File: src/rtl/qry_pkg.sv
package qry_pkg;

  localparam int unsigned QTBL_DEPTH = 'h52;

  typedef enum logic {
    QRY_MODE = 1'b0,
    ID_MODE  = 1'b1
  } rd_mode_e;

  function automatic int unsigned lg2(input int unsigned v);
    int unsigned r;
    r = 0;
    for (int i = 0; i < 32; i++) begin
      if ((64'd1 << i) < 64'(v)) r = i + 1;
    end
    return r;
  endfunction

  function automatic logic [7:0] qry_table_byte(input logic [6:0] idx,
                                                input int unsigned bank_w,
                                                input int unsigned dev_lg2,
                                                input int unsigned blocks,
                                                input int unsigned sect_dev);
    logic [7:0] b;
    b = 8'h00;
    case (idx)
      7'h10: b = 8'h51;
      7'h11: b = 8'h52;
      7'h12: b = 8'h59;
      7'h13: b = 8'h01;
      7'h15: b = 8'h31;
      7'h1B: b = 8'h45;
      7'h1C: b = 8'h55;
      7'h1F: b = 8'h07;
      7'h20: b = 8'h07;
      7'h21: b = 8'h0A;
      7'h23: b = 8'h04;
      7'h24: b = 8'h04;
      7'h25: b = 8'h04;
      7'h27: b = 8'(dev_lg2);
      7'h28: b = 8'h02;
      7'h2A: b = (bank_w == 1) ? 8'h08 : 8'h0B;
      7'h2C: b = 8'h01;
      7'h2D: b = 8'(blocks - 1);
      7'h2E: b = 8'((blocks - 1) >> 8);
      7'h2F: b = 8'(sect_dev >> 8);
      7'h30: b = 8'(sect_dev >> 16);
      7'h31: b = 8'h50;
      7'h32: b = 8'h52;
      7'h33: b = 8'h49;
      7'h34: b = 8'h31;
      7'h35: b = 8'h30;
      7'h3F: b = 8'h01;
      default: b = 8'h00;
    endcase
    return b;
  endfunction

endpackage

File: src/rtl/qry_index.sv
module qry_index #(
  parameter int unsigned ADDR_W = 12,
  parameter int unsigned SHIFT  = 2,
  parameter int unsigned STEP   = 0
) (
  input  logic [ADDR_W-1:0] addr_i,
  output logic [ADDR_W-1:0] idx_o
);
  logic [ADDR_W-1:0] slot_addr;
  assign slot_addr = addr_i + ADDR_W'(STEP);
  assign idx_o     = slot_addr >> SHIFT;
endmodule

File: src/rtl/qry_lookup.sv
module qry_lookup
  import qry_pkg::*;
#(
  parameter int unsigned ADDR_W   = 12,
  parameter int unsigned BANK_W   = 2,
  parameter int unsigned DEV_W    = 1,
  parameter int unsigned MAX_W    = 2,
  parameter int unsigned DEV_LG2  = 21,
  parameter int unsigned BLOCKS   = 64,
  parameter int unsigned SECT_DEV = 32768,
  parameter logic [15:0] ID0      = 16'h0089,
  parameter logic [15:0] ID1      = 16'h0018
) (
  input  logic [ADDR_W-1:0]  idx_i,
  input  logic               mode_i,
  output logic [DEV_W*8-1:0] resp_o
);
  localparam int unsigned DW      = DEV_W * 8;
  localparam bit          LANE_OK = (MAX_W == DEV_W) || (DEV_W == 1 && BANK_W <= 4);
  localparam logic [31:0] ID0_W   = {16'h0000, ID0};
  localparam logic [31:0] ID1_W   = {16'h0000, ID1};

  logic       in_rng;
  logic [7:0] tbl_b;

  assign in_rng = idx_i < ADDR_W'(QTBL_DEPTH);
  assign tbl_b  = qry_table_byte(idx_i[6:0], BANK_W, DEV_LG2, BLOCKS, SECT_DEV);

  // Byte-mode wide part: lanes beyond DEV_W never reach the bus, so byte 0 carries the repeat.
  always_comb begin
    resp_o = '0;
    if (mode_i == QRY_MODE) begin
      if (in_rng && LANE_OK) resp_o[7:0] = tbl_b;
    end else begin
      case (idx_i[7:0])
        8'd0:    resp_o = ID0_W[DW-1:0];
        8'd1:    resp_o = ID1_W[DW-1:0];
        default: resp_o = '0;
      endcase
    end
  end
endmodule

File: src/rtl/qry_bank_fill.sv
module qry_bank_fill #(
  parameter int unsigned BANK_W = 2,
  parameter int unsigned DEV_W  = 1
) (
  input  logic [DEV_W*8-1:0]  dev_i,
  output logic [BANK_W*8-1:0] bank_o
);
  localparam int unsigned NUM_DEV = BANK_W / DEV_W;
  for (genvar s = 0; s < NUM_DEV; s++) begin : g_dev
    assign bank_o[s*DEV_W*8 +: DEV_W*8] = dev_i;
  end
endmodule

File: src/rtl/qry_id_responder.sv
module qry_id_responder
  import qry_pkg::*;
#(
  parameter int unsigned ADDR_W     = 12,
  parameter int unsigned BANK_W     = 2,
  parameter int unsigned DEV_W      = 1,
  parameter int unsigned MAX_DEV_W  = 2,
  parameter int unsigned NUM_BLOCKS = 64,
  parameter int unsigned SECTOR_LEN = 65536,
  parameter logic [15:0] ID0        = 16'h0089,
  parameter logic [15:0] ID1        = 16'h0018
) (
  input  logic              clk_i,
  input  logic              rst_ni,
  input  logic              rd_en_i,
  input  logic              mode_i,
  input  logic [ADDR_W-1:0] addr_i,
  input  logic [1:0]        size_i,
  output logic [31:0]       rd_data_o,
  output logic              rd_valid_o,
  output logic [15:0]       wbuf_bytes_o
);
  localparam int unsigned ACC_BYTES = 4;
  localparam int unsigned MAX_W     = (MAX_DEV_W == 0) ? DEV_W : MAX_DEV_W;
  localparam int unsigned NUM_DEV   = BANK_W / DEV_W;
  localparam int unsigned SHIFT     = lg2(BANK_W) + lg2(MAX_W) - lg2(DEV_W);
  localparam int unsigned SLOTS     = ACC_BYTES / BANK_W;
  localparam int unsigned SECT_DEV  = SECTOR_LEN / NUM_DEV;
  localparam int unsigned DEV_LG2   = lg2(SECT_DEV * NUM_BLOCKS);
  localparam int unsigned WBUF_CODE = (BANK_W == 1) ? 8 : 11;
  localparam int unsigned WBUF_B    = (1 << WBUF_CODE) * NUM_DEV;

  logic [ACC_BYTES*8-1:0] packed_w;
  logic [ACC_BYTES*8-1:0] masked_w;
  logic [2:0]             nbytes;

  for (genvar j = 0; j < SLOTS; j++) begin : g_slot
    logic [ADDR_W-1:0]  idx;
    logic [DEV_W*8-1:0] dev_resp;

    qry_index #(
      .ADDR_W(ADDR_W), .SHIFT(SHIFT), .STEP(j * BANK_W)
    ) u_index (
      .addr_i(addr_i), .idx_o(idx)
    );

    qry_lookup #(
      .ADDR_W(ADDR_W), .BANK_W(BANK_W), .DEV_W(DEV_W), .MAX_W(MAX_W),
      .DEV_LG2(DEV_LG2), .BLOCKS(NUM_BLOCKS), .SECT_DEV(SECT_DEV),
      .ID0(ID0), .ID1(ID1)
    ) u_lookup (
      .idx_i(idx), .mode_i(mode_i), .resp_o(dev_resp)
    );

    qry_bank_fill #(
      .BANK_W(BANK_W), .DEV_W(DEV_W)
    ) u_fill (
      .dev_i(dev_resp), .bank_o(packed_w[j*BANK_W*8 +: BANK_W*8])
    );
  end

  assign nbytes = size_i[1] ? 3'd4 : (size_i[0] ? 3'd2 : 3'd1);

  always_comb begin
    for (int b = 0; b < ACC_BYTES; b++) begin
      masked_w[b*8 +: 8] = (3'(b) < nbytes) ? packed_w[b*8 +: 8] : 8'h00;
    end
  end

  always_ff @(posedge clk_i or negedge rst_ni) begin
    if (!rst_ni) begin
      rd_valid_o <= 1'b0;
      rd_data_o  <= '0;
    end else begin
      rd_valid_o <= rd_en_i;
      if (rd_en_i) rd_data_o <= masked_w;
    end
  end

  assign wbuf_bytes_o = 16'(WBUF_B);
endmodule

File: config.mk
export PLATFORM = sky130hd
export DESIGN_NAME = qry_id_responder
export DESIGN_NICKNAME = d
export VERILOG_FILES = /design/src/rtl/qry_pkg.sv /design/src/rtl/qry_index.sv /design/src/rtl/qry_lookup.sv /design/src/rtl/qry_bank_fill.sv /design/src/rtl/qry_id_responder.sv
export SDC_FILE = /design/constraint.sdc
export NUM_CORES = 1
export LEC_CHECK = 0
export ABC_AREA = 1
export BUFFER_PORTS_ARGS = -buffer_cell sky130_fd_sc_hd__buf_2
export CAP_MARGIN = 25
export CELL_PAD_IN_SITES_DETAIL_PLACEMENT = 1
export CELL_PAD_IN_SITES_GLOBAL_PLACEMENT = 2
export CORE_MARGIN = 5
export CORE_UTILIZATION = 25
export DETAILED_ROUTE_END_ITERATION = 6
export PLACE_DENSITY = 0.71
export SYNTH_ARGS = -nofsm -noshare
export SYNTH_HDL_FRONTEND = slang
export SYNTH_SLANG_ARGS = --single-unit
File: constraint.sdc
create_clock -name clk_i -period 1.25 [get_ports clk_i]
set_input_delay 0.1875 -clock clk_i [delete_from_list [all_inputs] [get_ports clk_i]]
set_output_delay 0.1875 -clock clk_i [all_outputs]
set_load 0.01 [all_outputs]
-- Word-level counts from Yosys, hierarchy flattened
Memories as Yosys holds them, arrays and structs flattened.
Cells that the tools add are included.
- equality and inequality tests: 2
- multiplexer cells: 14
- $lt $le $gt $ge: 6
- reductions and logical operators: 2
- add/sub/neg operators: 1
- operators with widths (kind ; number):
    $mux W8 ; 10
    $pmux W8 S2 ; 2
    $lt A10 B7 Y1 const B ; 2
    $eq A8 B1 Y1 const B ; 2
    $logic_not A8 Y1 ; 2
    $add A12 B2 Y12 const B ; 1
    $lt A1 B3 Y1 const A ; 2
    $lt A2 B3 Y1 const A ; 2
    $mux W3 ; 1
    $mux W2 ; 1
- memory bits (read-only): 1024
- word-level logic and storage cells: 29
- output and inout port bits: 49
- memories: 2
- register bits: 33
- bits of input ports: 18
- memory list (memory ; depth ; width ; read ports ; clocked after memory_dff ; write ports ; line ; source):
    (no name shown) ; 64 ; 8 ; 1 ; 0 ; 0 ; qry_pkg.sv:26 ; case (idx)
    (no name shown) ; 64 ; 8 ; 1 ; 0 ; 0 ; qry_pkg.sv:26 ;

-- Depth between registers and ports, before layout
Gate-level depths: netlist of run 1.
An unclocked memory read counts as a cell.
- depth after elaboration: 6
- depth in mapped cells: 16
- mapped depth without buffers: 16

-- By module
A second synthesis of run 1 with hierarchy kept.
- cell total of the unflattened synthesis: 519
- area total of the unflattened synthesis: 3275.6 um2
- modules (own cells, without submodules) (module ; cells each ; instances ; seq. area each (um2) ; area an instance (um2)):
    qry_id_responder ; 176 ; 1 ; 825.8 ; 1487.7
    qry_lookup ; 124 ; 2 ; 0.0 ; 600.6
    qry_index at g_slot[1].u_index ; 50 ; 1 ; 0.0 ; 252.7
    qry_bank_fill ; 16 ; 2 ; 0.0 ; 120.1
    qry_index at g_slot[0].u_index ; 13 ; 1 ; 0.0 ; 93.8

-- Worst setup path after synthesis of run 1
No wires, ideal clock.
- path kind: in2reg
- start: in addr_i[1]
- end: reg rd_data_o[16]
- path slack: -0.673 ns
- data required time: 1.132 ns
- stages on the path: 14
- data arrival time: 1.806 ns
- library setup time: 0.118 ns
- buffers on the path: 0
- cell sequence: ha_1 xnor2_1 inv_1 ha_1 nand2_1 nand2_1 nand3_1 nand2_1 nand2_1 nand2_1 nand2_1 nand2_1 nand2_1 nand2_1
- word-level cells in the longest chain between the ends: 6
- elaborated cells on any way between the ends: 10
- classes of those cells: add/sub: 1; order compare: 1; eq/ne: 1; mux: 5; reduce/logical: 1; memory: 1
- RTL lines (what ; line ; source):
    from (decl) ; qry_id_responder.sv:17 ; input logic [ADDR_W-1:0] addr_i,
    $add A12 B2 Y12 (*) ; qry_index.sv:10 ; assign slot_addr = addr_i + ADDR_W'(STEP);
    $mem_v2 Z64 W8 ; - ;
    $mux W8 ; qry_pkg.sv:26 ;
    $mux W8 ; qry_lookup.sv:33 ; if (in_rng && LANE_OK) resp_o[7:0] = tbl_b;
    $mux W8 (*) ; qry_lookup.sv:32 ; if (mode_i == QRY_MODE) begin
    $mux W8 (*) ; qry_id_responder.sv:66 ; masked_w[b*8 +: 8] = (3'(b) < nbytes) ? packed_w[b*8 +: 8] : 8'h00;
    to (signal assigned) ; qry_id_responder.sv:76 ; if (rd_en_i) rd_data_o <= masked_w;
    to (decl) ; qry_id_responder.sv:19 ; output logic [31:0] rd_data_o,
Mark *: on every way between the ends. The rest lies on a longest branch, timed or not.
A chain may end at the register's enable or synchronous reset.

-- Final worst setup path of run 1
- start: in addr_i[2]
- end: reg rd_data_o[16]
Same word-level chain as after synthesis.

==> results of run 1 <==
[cells by family (layout without fill, tap and decap cells)]
kind of cell	count (synthesis)	in the layout
flops	33	33
xor+xnor	2	2
buf+inv	69	177
compound gates	61	61
fa+ha+maj	17	17
other cells	2	16
simple gates	226	227
[how the worst max path moves through the flow]
stage	from	to	depth (start not counted)
floorplan	addr_i[2]	rd_data_o[16]$_DFFE_PN0P_	16
global placement	addr_i[2]	rd_data_o[16]$_DFFE_PN0P_	13
detailed placement	addr_i[2]	rd_data_o[25]$_DFFE_PN0P_	13
CTS	addr_i[2]	rd_data_o[16]$_DFFE_PN0P_	17
global route	addr_i[2]	rd_data_o[24]$_DFFE_PN0P_	17
finish	addr_i[2]	rd_data_o[16]$_DFFE_PN0P_	13
[stage by stage]
| step | hold slack, ps | worst slack, ps | utilization (%) |
|---|---|---|---|
| after floorplan | -108.1 | -244.1 | - |
| after global placement | 227.9 | -568.1 | 32.80 |
| after detailed placement | 235.5 | -618.0 | 32.80 |
| after CTS | 54.66 | -236.6 | 36.11 |
| after global routing | 63.11 | -301.9 | 39.03 |
| final | 58.63 | -206.9 | 39.03 |
[power breakdown]
group,total [mW],leakage (nW),internal (mW),switching [mW]
clock network,1.43,0.0831,0.993,0.438
logic,1.14,1.74,0.487,0.653
registers,1.12,0.449,1.10,0.0181
total,3.69,2.27,2.58,1.11
[Yosys cell counts, types with 4 or more instances]
cell	count
inv_1	30
nand3_1	30
o21ai_1	7
buf_6	5
nand4_1	6
dfrtp_1	33
nor2_1	24
o31ai_1	4
buf_4	19
ha_1	17
a21oi_1	10
nand2_2	14
nor2_4	6
nand2_1	133
inv_2	9
o21ai_0	25
o211ai_1	5
[timing repair]
action                                  4_1_cts  5_1_grt
pin swaps                                    19       36
gates cloned                                  0        1
resized for setup                            36       77
endpoints found under the setup margin       27       32
buffers inserted                              6        7
hold endpoints to repair                     33        0
hold buffers                                  1        0
[layout make-up]
class / instances / area, sq um / area share [%]
Clock inverter: 2 / 37.54 / 0.8532
Multi-Input combinational cell: 323 / 2088 / 47.47
Sequential cell: 33 / 825.8 / 18.77
Timing Repair Buffer: 128 / 949.7 / 21.59
Tap cell: 143 / 178.9 / 4.067
Inverter: 41 / 180.2 / 4.096
Clock buffer: 6 / 138.9 / 3.157
[worst max-delay path, delay by kind of cell]
kind | cells | cell delay (ps)
AOI/OAI and AO/OA | 1 | 250
adders and majority gates | 1 | 180
and+or+nand+nor | 8 | 680
buffers and inverters | 3 | 370
[layer usage]
| metal | vias up | part of all wire [%] | wire [um] | track usage (%) |
|---|---|---|---|---|
| li1 | 1530 | - | - | - |
| met1 | 1406 | 47 | 4410 | 19.80 |
| met2 | 62 | 47 | 4388 | 22.35 |
| met3 | 9 | 4.1 | 384 | 0.8808 |
| met4 | 0 | 1.5 | 143 | 4.893 |
| met5 | - | 0 | 0 | 0 |
[flip-flops by register name, indices dropped and copies added, names as in the netlist]
| signal | count |
|---|---|
| rd_valid_o | 1 |
| rd_data_o | 32 |
==> results.sh, run 1 <==
export IMPL_status="finished, violations left"
export IMPL_violations="negative setup slack"
export IMPL_rows=39
export IMPL_synth_compound_area_share_pct=12.61
export IMPL_yosys_warnings=0
export IMPL_syn_cell_area_sq_um=2838
export IMPL_powerDensity_nw_per_um2=839.6
export IMPL_ir_drop_mv=0.8312
export IMPL_arrival_ps=1670
export IMPL_dpl_cell_count=654
export IMPL_rsz0062_at_grt="yes"
export IMPL_dp_hpwl_mm=7.617
export IMPL_vias=3007
export IMPL_diodes=0
export IMPL_detail_route_antenna_nets=0
export IMPL_rr_startpoint="rd_data_o[4]$_DFFE_PN0P_"
export IMPL_path_max_fanout=6
export IMPL_crit_path_start_kind="input pin"
export IMPL_r2r_cells=2
export IMPL_synth_ff_type="dfrtp_1"
export IMPL_ys_ff_latch=33
export IMPL_layout_common_cells="nand2_1, buf_4, buf_2, dfrtp_1, nand3_1"
export IMPL_nNetsFinal=567
export IMPL_fmax_ghz=0.6864
export IMPL_fin_skew_ps=0
export IMPL_r2r_end="rd_data_o[4]$_DFFE_PN0P_"
export IMPL_initial_core_util_pct=25.17
export IMPL_hold_depth=1
export IMPL_grt_max_degree=34
export IMPL_fin_crit_sh_pct=116.6
export IMPL_die_x_um=116.5
export IMPL_cts_root_buf="clkbuf_16"
export IMPL_rrSetupSlack_ps=600
export IMPL_worstHoldEndpoint="rd_valid_o$_DFF_PN0_"
export IMPL_seq_area_frac_synth_pct=29.10
export IMPL_synth_top_family_by_area="simple AND/OR/NAND/NOR gates"
export IMPL_synth_edf_count=0
export IMPL_cp_required_ps=1460
export IMPL_drv_slew=0
export IMPL_hold_viol=0
export IMPL_route_detailed_drc=0
export IMPL_drtPass1Iterations=4
export IMPL_total_power_mw=3.693
export IMPL_antenna_found_initial=0
export IMPL_clock_latency_ps=270
export IMPL_cts_num_sinks=33
export IMPL_synth_fa_ha_area_share_pct=7.496
export IMPL_min_path_type="input pin to flop"
export IMPL_synth_distinct_cells=38
export IMPL_grt_pass1_wl_mm=15.23
export IMPL_grt_overflow=0
export IMPL_fin_ws_ps=-206.9
export IMPL_numCtsBuffers=5
export IMPL_synth_top_area_share_pct=29.10
export IMPL_finalSetupTns_ps=-3053
export IMPL_track_usage_pct=13.93
export IMPL_hp_start="rd_en_i"
export IMPL_via_per_inst=4.448
export IMPL_fin_area_sq_um=4399
export IMPL_fill_cells=1378
export IMPL_muxShareOfSynthArea_pct=0
export IMPL_portBuffers=49
export IMPL_cts_tree="built"
export IMPL_period_minus_slack_ps=1457
export IMPL_endpoint_kind="flop"
export IMPL_stdcell_count=676
export IMPL_die_h_um=116.5
export IMPL_htree_levels=2
export IMPL_worstPathCellList="buf_12, buf_6, ha_4, nand3_1, nand2_4, buf_4, o211ai_1, nand3_1, nand2_1, nand2_1, nand2_1, nand2_2, nand2_1"
export IMPL_synthArstFlopShare_pct=100.0
export IMPL_wire_per_inst_um=13.80
export IMPL_path_clk_slew_ps=50
export IMPL_cap_violations=0
export IMPL_synthSimpleGateAreaFrac_pct=36.82
export IMPL_synthXorXnorAreaFrac_pct=0.6173
export IMPL_grt_pass1_vias=3057
export IMPL_synthCells=410
export IMPL_syn_avg_cell_area_sq_um=6.921
export IMPL_power_leakage_nw=2.270
export IMPL_drive_gt1_share_pct=44.84
export IMPL_ioPinCount=67
export IMPL_critPathMostFrequentCell="nand2_1"
export IMPL_cp_slowest_cell="o211ai_1"
export IMPL_clockBufferDepth=2
export IMPL_synthTopCellsByArea="dfrtp_1, nand2_1, ha_1"
export IMPL_dieArea_sq_um=13580
export IMPL_gp_congestion=0.8739
export IMPL_post_dp_cell_area_sq_um=3697
export IMPL_core_sq_um=11270
export IMPL_crit_type="input pin to flop"
export IMPL_setup_viol_count_final=22
export IMPL_synth_largest_area_cell="dfrtp_1"
export IMPL_area_growth_pct=55.03
export IMPL_drt_iter0_markers=129
export IMPL_cpPeakStageDelay_ps=250
export IMPL_drt_total_wl_mm=9.327
export IMPL_layout_commonest_cell="nand2_1"
Note: power is estimated with default switching activity, not from simulation.
==> run 2: changes to the inputs <==
==> constraint.sdc (replaced) <==
create_clock -name clk_i -period 1.25 [get_ports clk_i]
set_input_delay 0.25 -clock clk_i [delete_from_list [all_inputs] [get_ports clk_i]]
set_output_delay 0.25 -clock clk_i [all_outputs]
set_load 0.01 [all_outputs]
==> run 2 against run 1 <==
Against the previous run: the flow finishes with violations (negative hold slack, negative setup slack); die area did not move; sequential share of layout area shrank 0.40 points; final cell count is 1.8% higher; clock skew stayed put; power shrank 5.9%; via count increased by 2.5%; sequential power about the same; largest power group is now combinational cells; clock power down 20%; combinational power up 7%; largest cell class unchanged.
==> results.sh, run 2 (synthesis gave the netlist of run 1 again) <==
export IMPL_critPathMostFrequentCell="nand2_2"
export IMPL_drv_slew=0
export IMPL_via_per_inst=4.480
export IMPL_fin_area_sq_um=4494
export IMPL_status="finished, violations left"
export IMPL_track_usage_pct=13.94
export IMPL_numCtsBuffers=5
export IMPL_clockBufferDepth=2
export IMPL_grt_overflow=0
export IMPL_route_detailed_drc=0
export IMPL_regMostFlops="rd_data_o"
export IMPL_vias=3082
export IMPL_detail_route_antenna_nets=0
export IMPL_die_h_um=116.5
export IMPL_period_minus_slack_ps=1598
export IMPL_dp_hpwl_mm=7.576
export IMPL_arrival_ps=1810
export IMPL_cts_tree="built"
export IMPL_crit_path_end="rd_data_o[24]$_DFFE_PN0P_"
export IMPL_hold_buffers=0
export IMPL_hold_viol=2
export IMPL_worstPathCellList="buf_12, ha_4, xnor2_4, buf_4, ha_4, inv_1, o211ai_1, nand3_1, nand2_2, nand2_2, nand2_2, nand2_2, nand2_1"
export IMPL_layout_commonest_cell="nand2_1"
export IMPL_violations="negative hold slack, negative setup slack"
export IMPL_crit_buf_inv=3
export IMPL_drt_iter0_markers=189
export IMPL_rsz0062_at_grt="yes"
export IMPL_initial_core_util_pct=25.17
export IMPL_holdWs_ps=-0.7944
export IMPL_reg_top3="rd_data_o (32), rd_valid_o (1)"
export IMPL_diodes=0
export IMPL_crit_path_start_kind="input pin"
export IMPL_post_dp_cell_area_sq_um=3751
export IMPL_grt_max_degree=36
export IMPL_dieArea_sq_um=13580
export IMPL_wire_per_inst_um=13.84
export IMPL_clock_latency_ps=270
export IMPL_cp_num_cells=13
export IMPL_path_clk_slew_ps=50
export IMPL_powerDensity_nw_per_um2=773.3
export IMPL_cp_startpoint="addr_i[2]"
export IMPL_rrSetupSlack_ps=600
export IMPL_nNetsFinal=579
export IMPL_endpoint_kind="flop"
export IMPL_grt_pass1_vias=3113
export IMPL_crit_type="input pin to flop"
export IMPL_ir_drop_mv=0.7098
export IMPL_setup_viol_count_final=32
export IMPL_critPathTopFamily="simple AND/OR/NAND/NOR gates"
export IMPL_area_growth_pct=58.38
export IMPL_grt_pass1_wl_mm=15.46
export IMPL_cts_root_buf="clkbuf_16"
export IMPL_path_max_fanout=4
export IMPL_place_ws_ps=-717.5
export IMPL_fin_ws_ps=-347.7
export IMPL_fmax_ghz=0.6259
export IMPL_drtPass1Iterations=4
export IMPL_antenna_found_initial=0
export IMPL_rr_startpoint="rd_data_o[20]$_DFFE_PN0P_"
export IMPL_power_leakage_nw=2.332
export IMPL_cts_num_sinks=33
export IMPL_cap_violations=0
export IMPL_rows=39
export IMPL_drive_gt1_share_pct=47.71
export IMPL_cpPeakStageDelay_ps=260
export IMPL_fin_skew_ps=0
export IMPL_ioPinCount=67
export IMPL_cp_required_ps=1460
export IMPL_layout_common_cells="nand2_1, buf_4, buf_2, dfrtp_1, nand2_2"
export IMPL_gp_congestion=0.8517
export IMPL_htree_levels=2
export IMPL_drt_total_wl_mm=9.520
export IMPL_r2r_end="rd_data_o[20]$_DFFE_PN0P_"
export IMPL_fin_crit_sh_pct=127.8
export IMPL_portBuffers=49
export IMPL_die_x_um=116.5
export IMPL_cp_slowest_cell="ha_4"
export IMPL_r2r_cells=2
export IMPL_core_sq_um=11270
export IMPL_min_path_type="input pin to async pin"
export IMPL_largest_register_ffs=32
==> run 2: metrics by stage <==
step                      TNS, ps  utilization [%]  std cells  power (mW)
after floorplan             -4322                -        424       1.727
after global placement     -16780            33.28        657       2.096
after detailed placement   -17550            33.28        657       2.114
after CTS                   -5612            36.96        675       3.379
after global routing       -10070            39.87        688       3.677
final                       -7312            39.87        688       3.476
==> run 2: worst min-delay path by stage <==
stage	startpoint	to	slack, ps	cells past startpoint
final	rst_ni	rd_data_o[6]$_DFFE_PN0P_	-0.8	2
after global routing	rst_ni	rd_data_o[6]$_DFFE_PN0P_	40	2
after CTS	rst_ni	rd_data_o[5]$_DFFE_PN0P_	10	2
after detailed placement	rst_ni	rd_data_o[6]$_DFFE_PN0P_	300	2
after global placement	rst_ni	rd_data_o[13]$_DFFE_PN0P_	290	2
after floorplan	rst_ni	rd_data_o[0]$_DFFE_PN0P_	-50	0
==> run 2: area by class of cell <==
class | instances | area (sq um)
fillers | 1400 | 6778
multi-input cells | 323 | 2140
repair buffers | 140 | 1028
flip-flops and latches | 33 | 825.8
inverters | 41 | 182.7
well taps | 143 | 178.9
clock buffers | 6 | 128.9
clock inverters | 2 | 10.01
==> run 2: where the power goes <==
part           total (mW)  switching [mW]  internal [mW]
clock network        1.14           0.408          0.729
logic                1.22           0.686          0.530
registers            1.12          0.0172           1.11
==> run 2: timing repair <==
action                     in CTS  in global routing
pin swaps                      30                 52
resized for setup              54                 66
cloned                          1                  0
setup endpoints to repair      31                 32
setup buffers                   9                 13
==> run 2: worst register-to-register path: stages (launching register included) <==
cell,delay (ps)
dfrtp_1,380
nand2_1,80
nand3_2,70
==> run 2: layer usage <==
layer,vias up,part of all wire [%],track usage [%]
met4,0,1.7,4.434
met1,1456,47,19.21
met3,13,3.4,1.399
met2,54,48,22.96
met5,-,0,0
li1,1559,-,-
==> run 3: changes to the inputs <==
Settings changed: ABC_AREA 1 to 0, PLACE_DENSITY 0.71 to 0.67, SLEW_MARGIN set to 25.
==> run 3 against run 2 <==
Against the previous run: the flow still finishes with violations (negative hold slack, negative setup slack); worst setup slack got worse by 150 ps; highest routed layer unchanged; design area is 3.5% higher; largest cell class unchanged; synthesized area shrank 2.2%; global-route usage up 0.93 points; largest power group unchanged; critical endpoint unchanged; via count decreased by 2.5%; first-iteration DRC count shrank 63%; non-clock buffer count rose by 15.
==> results.sh, run 3 <==
export IMPL_crit_buf_inv=2
export IMPL_min_path_type="input pin to async pin"
export IMPL_synthArstFlopShare_pct=100.0
export IMPL_dpl_cell_count=580
export IMPL_pwr_share_clk_pct=25.2
export IMPL_status="finished, violations left"
export IMPL_ys_ff_latch=33
export IMPL_p_sw_share_pct=32.59
export IMPL_rr_startpoint="rd_data_o[27]$_DFFE_PN0P_"
export IMPL_stdcell_count=609
export IMPL_numCtsBuffers=5
export IMPL_cpPeakStageDelay_ps=490
export IMPL_fin_crit_sh_pct=139.9
export IMPL_core_sq_um=10840
export IMPL_regMostFlops="rd_data_o"
export IMPL_power_frac_comb_pct=39.7
export IMPL_clockBufferDepth=2
export IMPL_ioPinCount=67
export IMPL_fill_cells=1283
export IMPL_gp_congestion=0.8404
export IMPL_path_clk_slew_ps=60
export IMPL_holdWs_ps=-10.16
export IMPL_die_x_um=115.4
export IMPL_critPathTopFamily="multiplexers"
export IMPL_route_detailed_drc=0
export IMPL_seq_area_frac_synth_pct=29.74
export IMPL_worstPathCellList="buf_12, ha_4, xnor2_4, inv_2, ha_4, mux4_2, a2bb2oi_2, a41oi_2, o2bb2ai_1"
export IMPL_critPathMostFrequentCell="ha_4"
export IMPL_diodes=0
export IMPL_syn_cell_area_sq_um=2776
export IMPL_synthTopCellsByArea="dfrtp_1, ha_1, buf_4"
export IMPL_antenna_found_initial=0
export IMPL_cts_num_sinks=33
export IMPL_synth_top_cells_by_count="dfrtp_1, nand2_1, o21ai_0"
export IMPL_synth_edf_count=0
export IMPL_ir_drop_mv=0.4160
export IMPL_rrSetupSlack_ps=180
export IMPL_area_growth_pct=67.55
export IMPL_drive_gt1_share_pct=53.52
export IMPL_via_per_inst=4.936
export IMPL_power_leakage_nw=2.047
export IMPL_syn_avg_cell_area_sq_um=8.439
export IMPL_cts_tree="built"
export IMPL_endpoint_kind="flop"
export IMPL_die_h_um=115.4
export IMPL_drt_iter0_markers=69
export IMPL_dieArea_sq_um=13310
export IMPL_clock_latency_ps=280
export IMPL_fin_skew_ps=0
export IMPL_switchingPower_mw=1.028
export IMPL_fmax_ghz=0.5719
export IMPL_grt_max_degree=34
export IMPL_portBuffers=49
export IMPL_hold_viol=15
export IMPL_hold_buffers=0
export IMPL_powerDensity_nw_per_um2=677.8
export IMPL_grt_overflow=0
export IMPL_rsz0062_at_grt="yes"
export IMPL_cp_slowest_cell="mux4_2"
export IMPL_layout_commonest_cell="buf_4"
export IMPL_dp_hpwl_mm=7.661
export IMPL_rows=38
export IMPL_fin_ws_ps=-498.4
export IMPL_r2r_cells=3
export IMPL_synth_distinct_cells=63
export IMPL_seq_power_share_pct=35.1
export IMPL_arrival_ps=1910
export IMPL_yosys_warnings=0
export IMPL_synth_largest_area_cell="dfrtp_1"
export IMPL_cp_required_ps=1410
export IMPL_crit_type="input pin to flop"
export IMPL_htree_levels=2
export IMPL_drv_slew=0
export IMPL_cts_root_buf="clkbuf_8"
export IMPL_period_minus_slack_ps=1748
export IMPL_r2r_end="rd_data_o[27]$_DFFE_PN0P_"
export IMPL_track_usage_pct=14.87
export IMPL_synth_ff_type="dfrtp_1"
export IMPL_initial_core_util_pct=25.61
export IMPL_path_max_fanout=4
export IMPL_finalSetupTns_ps=-10730
export IMPL_utilization_pct=42.91
export IMPL_wire_per_inst_um=16.84
export IMPL_violations="negative hold slack, negative setup slack"
export IMPL_reg_top3="rd_data_o (32), rd_valid_o (1)"
export IMPL_grt_pass1_wl_mm=15.81
export IMPL_drtPass1Iterations=4
export IMPL_layout_common_cells="buf_4, buf_2, dfrtp_1, buf_6, nand2_1"
export IMPL_synthCells=329
export IMPL_crit_path_start_kind="input pin"
export IMPL_vias=3006
export IMPL_setup_viol_count_final=32
export IMPL_synth_top_area_share_pct=29.74
export IMPL_cap_violations=0
export IMPL_grt_pass1_vias=3117
export IMPL_drt_total_wl_mm=10.25
export IMPL_nNetsFinal=504
export IMPL_detail_route_antenna_nets=0
export IMPL_largest_register_ffs=32
export IMPL_synth_most_common_cell="dfrtp_1"
export IMPL_p_int_mw=2.125
-- run 3: changes by cell type in the layout (fill, tap and decap cells not counted), sizes merged, moves of 7 or more --
cell     before  now
nor2         30   12
o2bb2ai       0   11
inv          39   18
a21oi        10   19
nand2       150   26
a211oi        0    7
nor3          4   12
nand3        33   16
buf         140  154
-- run 3: per-layer routing --
layer	global-route usage, %	up-vias	share of wire (%)
met2	27.58	40	54
met3	2.789	4	2.7
met4	0.9390	0	0.33
met5	0	-	0
li1	-	1459	-
met1	18.67	1503	43
-- run 3: metrics by stage --
step           instance area, sq um  worst slack (ps)  total power [mW]
2_1_floorplan                  3024            -691.9             1.706
3_5_place_dp                   3862            -961.6             2.128
5_1_grt                        4652            -549.4             3.342
3_3_place_gp                   3862            -934.7             2.112
6_report                       4652            -498.4             3.153
4_1_cts                        4333            -596.2             3.077
-- run 3: worst max path at each step --
stage | cells past startpoint | start | to
2_1_floorplan | 8 | addr_i[1] | rd_data_o[16]$_DFFE_PN0P_
3_3_place_gp | 9 | addr_i[2] | rd_data_o[17]$_DFFE_PN0P_
3_5_place_dp | 8 | addr_i[2] | rd_data_o[25]$_DFFE_PN0P_
4_1_cts | 9 | addr_i[2] | rd_data_o[16]$_DFFE_PN0P_
5_1_grt | 9 | addr_i[2] | rd_data_o[16]$_DFFE_PN0P_
6_report | 9 | addr_i[2] | rd_data_o[24]$_DFFE_PN0P_
-- run 3: layout make-up --
cell class | instances | area [sq um] | area share, %
timing repair buffer | 155 | 1215 | 26.12
sequential | 33 | 825.8 | 17.75
inverter | 19 | 86.33 | 1.856
tap | 140 | 175.2 | 3.765
clock buffer | 7 | 86.33 | 1.856
multi-input combinational | 255 | 2263 | 48.66
-- run 3: logic make-up after synthesis --
family | share of synthesized area [%]
simple gates | 18.79
compound gates | 28.03
buf+inv | 10.36
xor+xnor | 2.704
fa+ha+maj | 7.661
other cells | 0.2705
mux | 2.434
flops | 29.74
-- run 3: worst register-to-register path: stages (launching register included) --
cell,delay (ps)
dfrtp_1,400
nor2b_1,170
nor4_1,290
nor3_1,100
-- run 3: power by group through the flow --
stage          logic, mW  registers [mW]  clock network [mW]
4_1_cts             1.15            1.11               0.821
3_3_place_gp       0.985            1.13                   0
6_report            1.25            1.11               0.795
5_1_grt             1.36            1.11               0.874
3_5_place_dp        1.00            1.13                   0
2_1_floorplan      0.568            1.14                   0
-- run 3: repair_timing --
action,in CTS,in global routing
gates cloned,0,1
gates resized for setup,77,48
pin swaps,27,28
buffers inserted,12,10
endpoints found under the setup margin,32,32
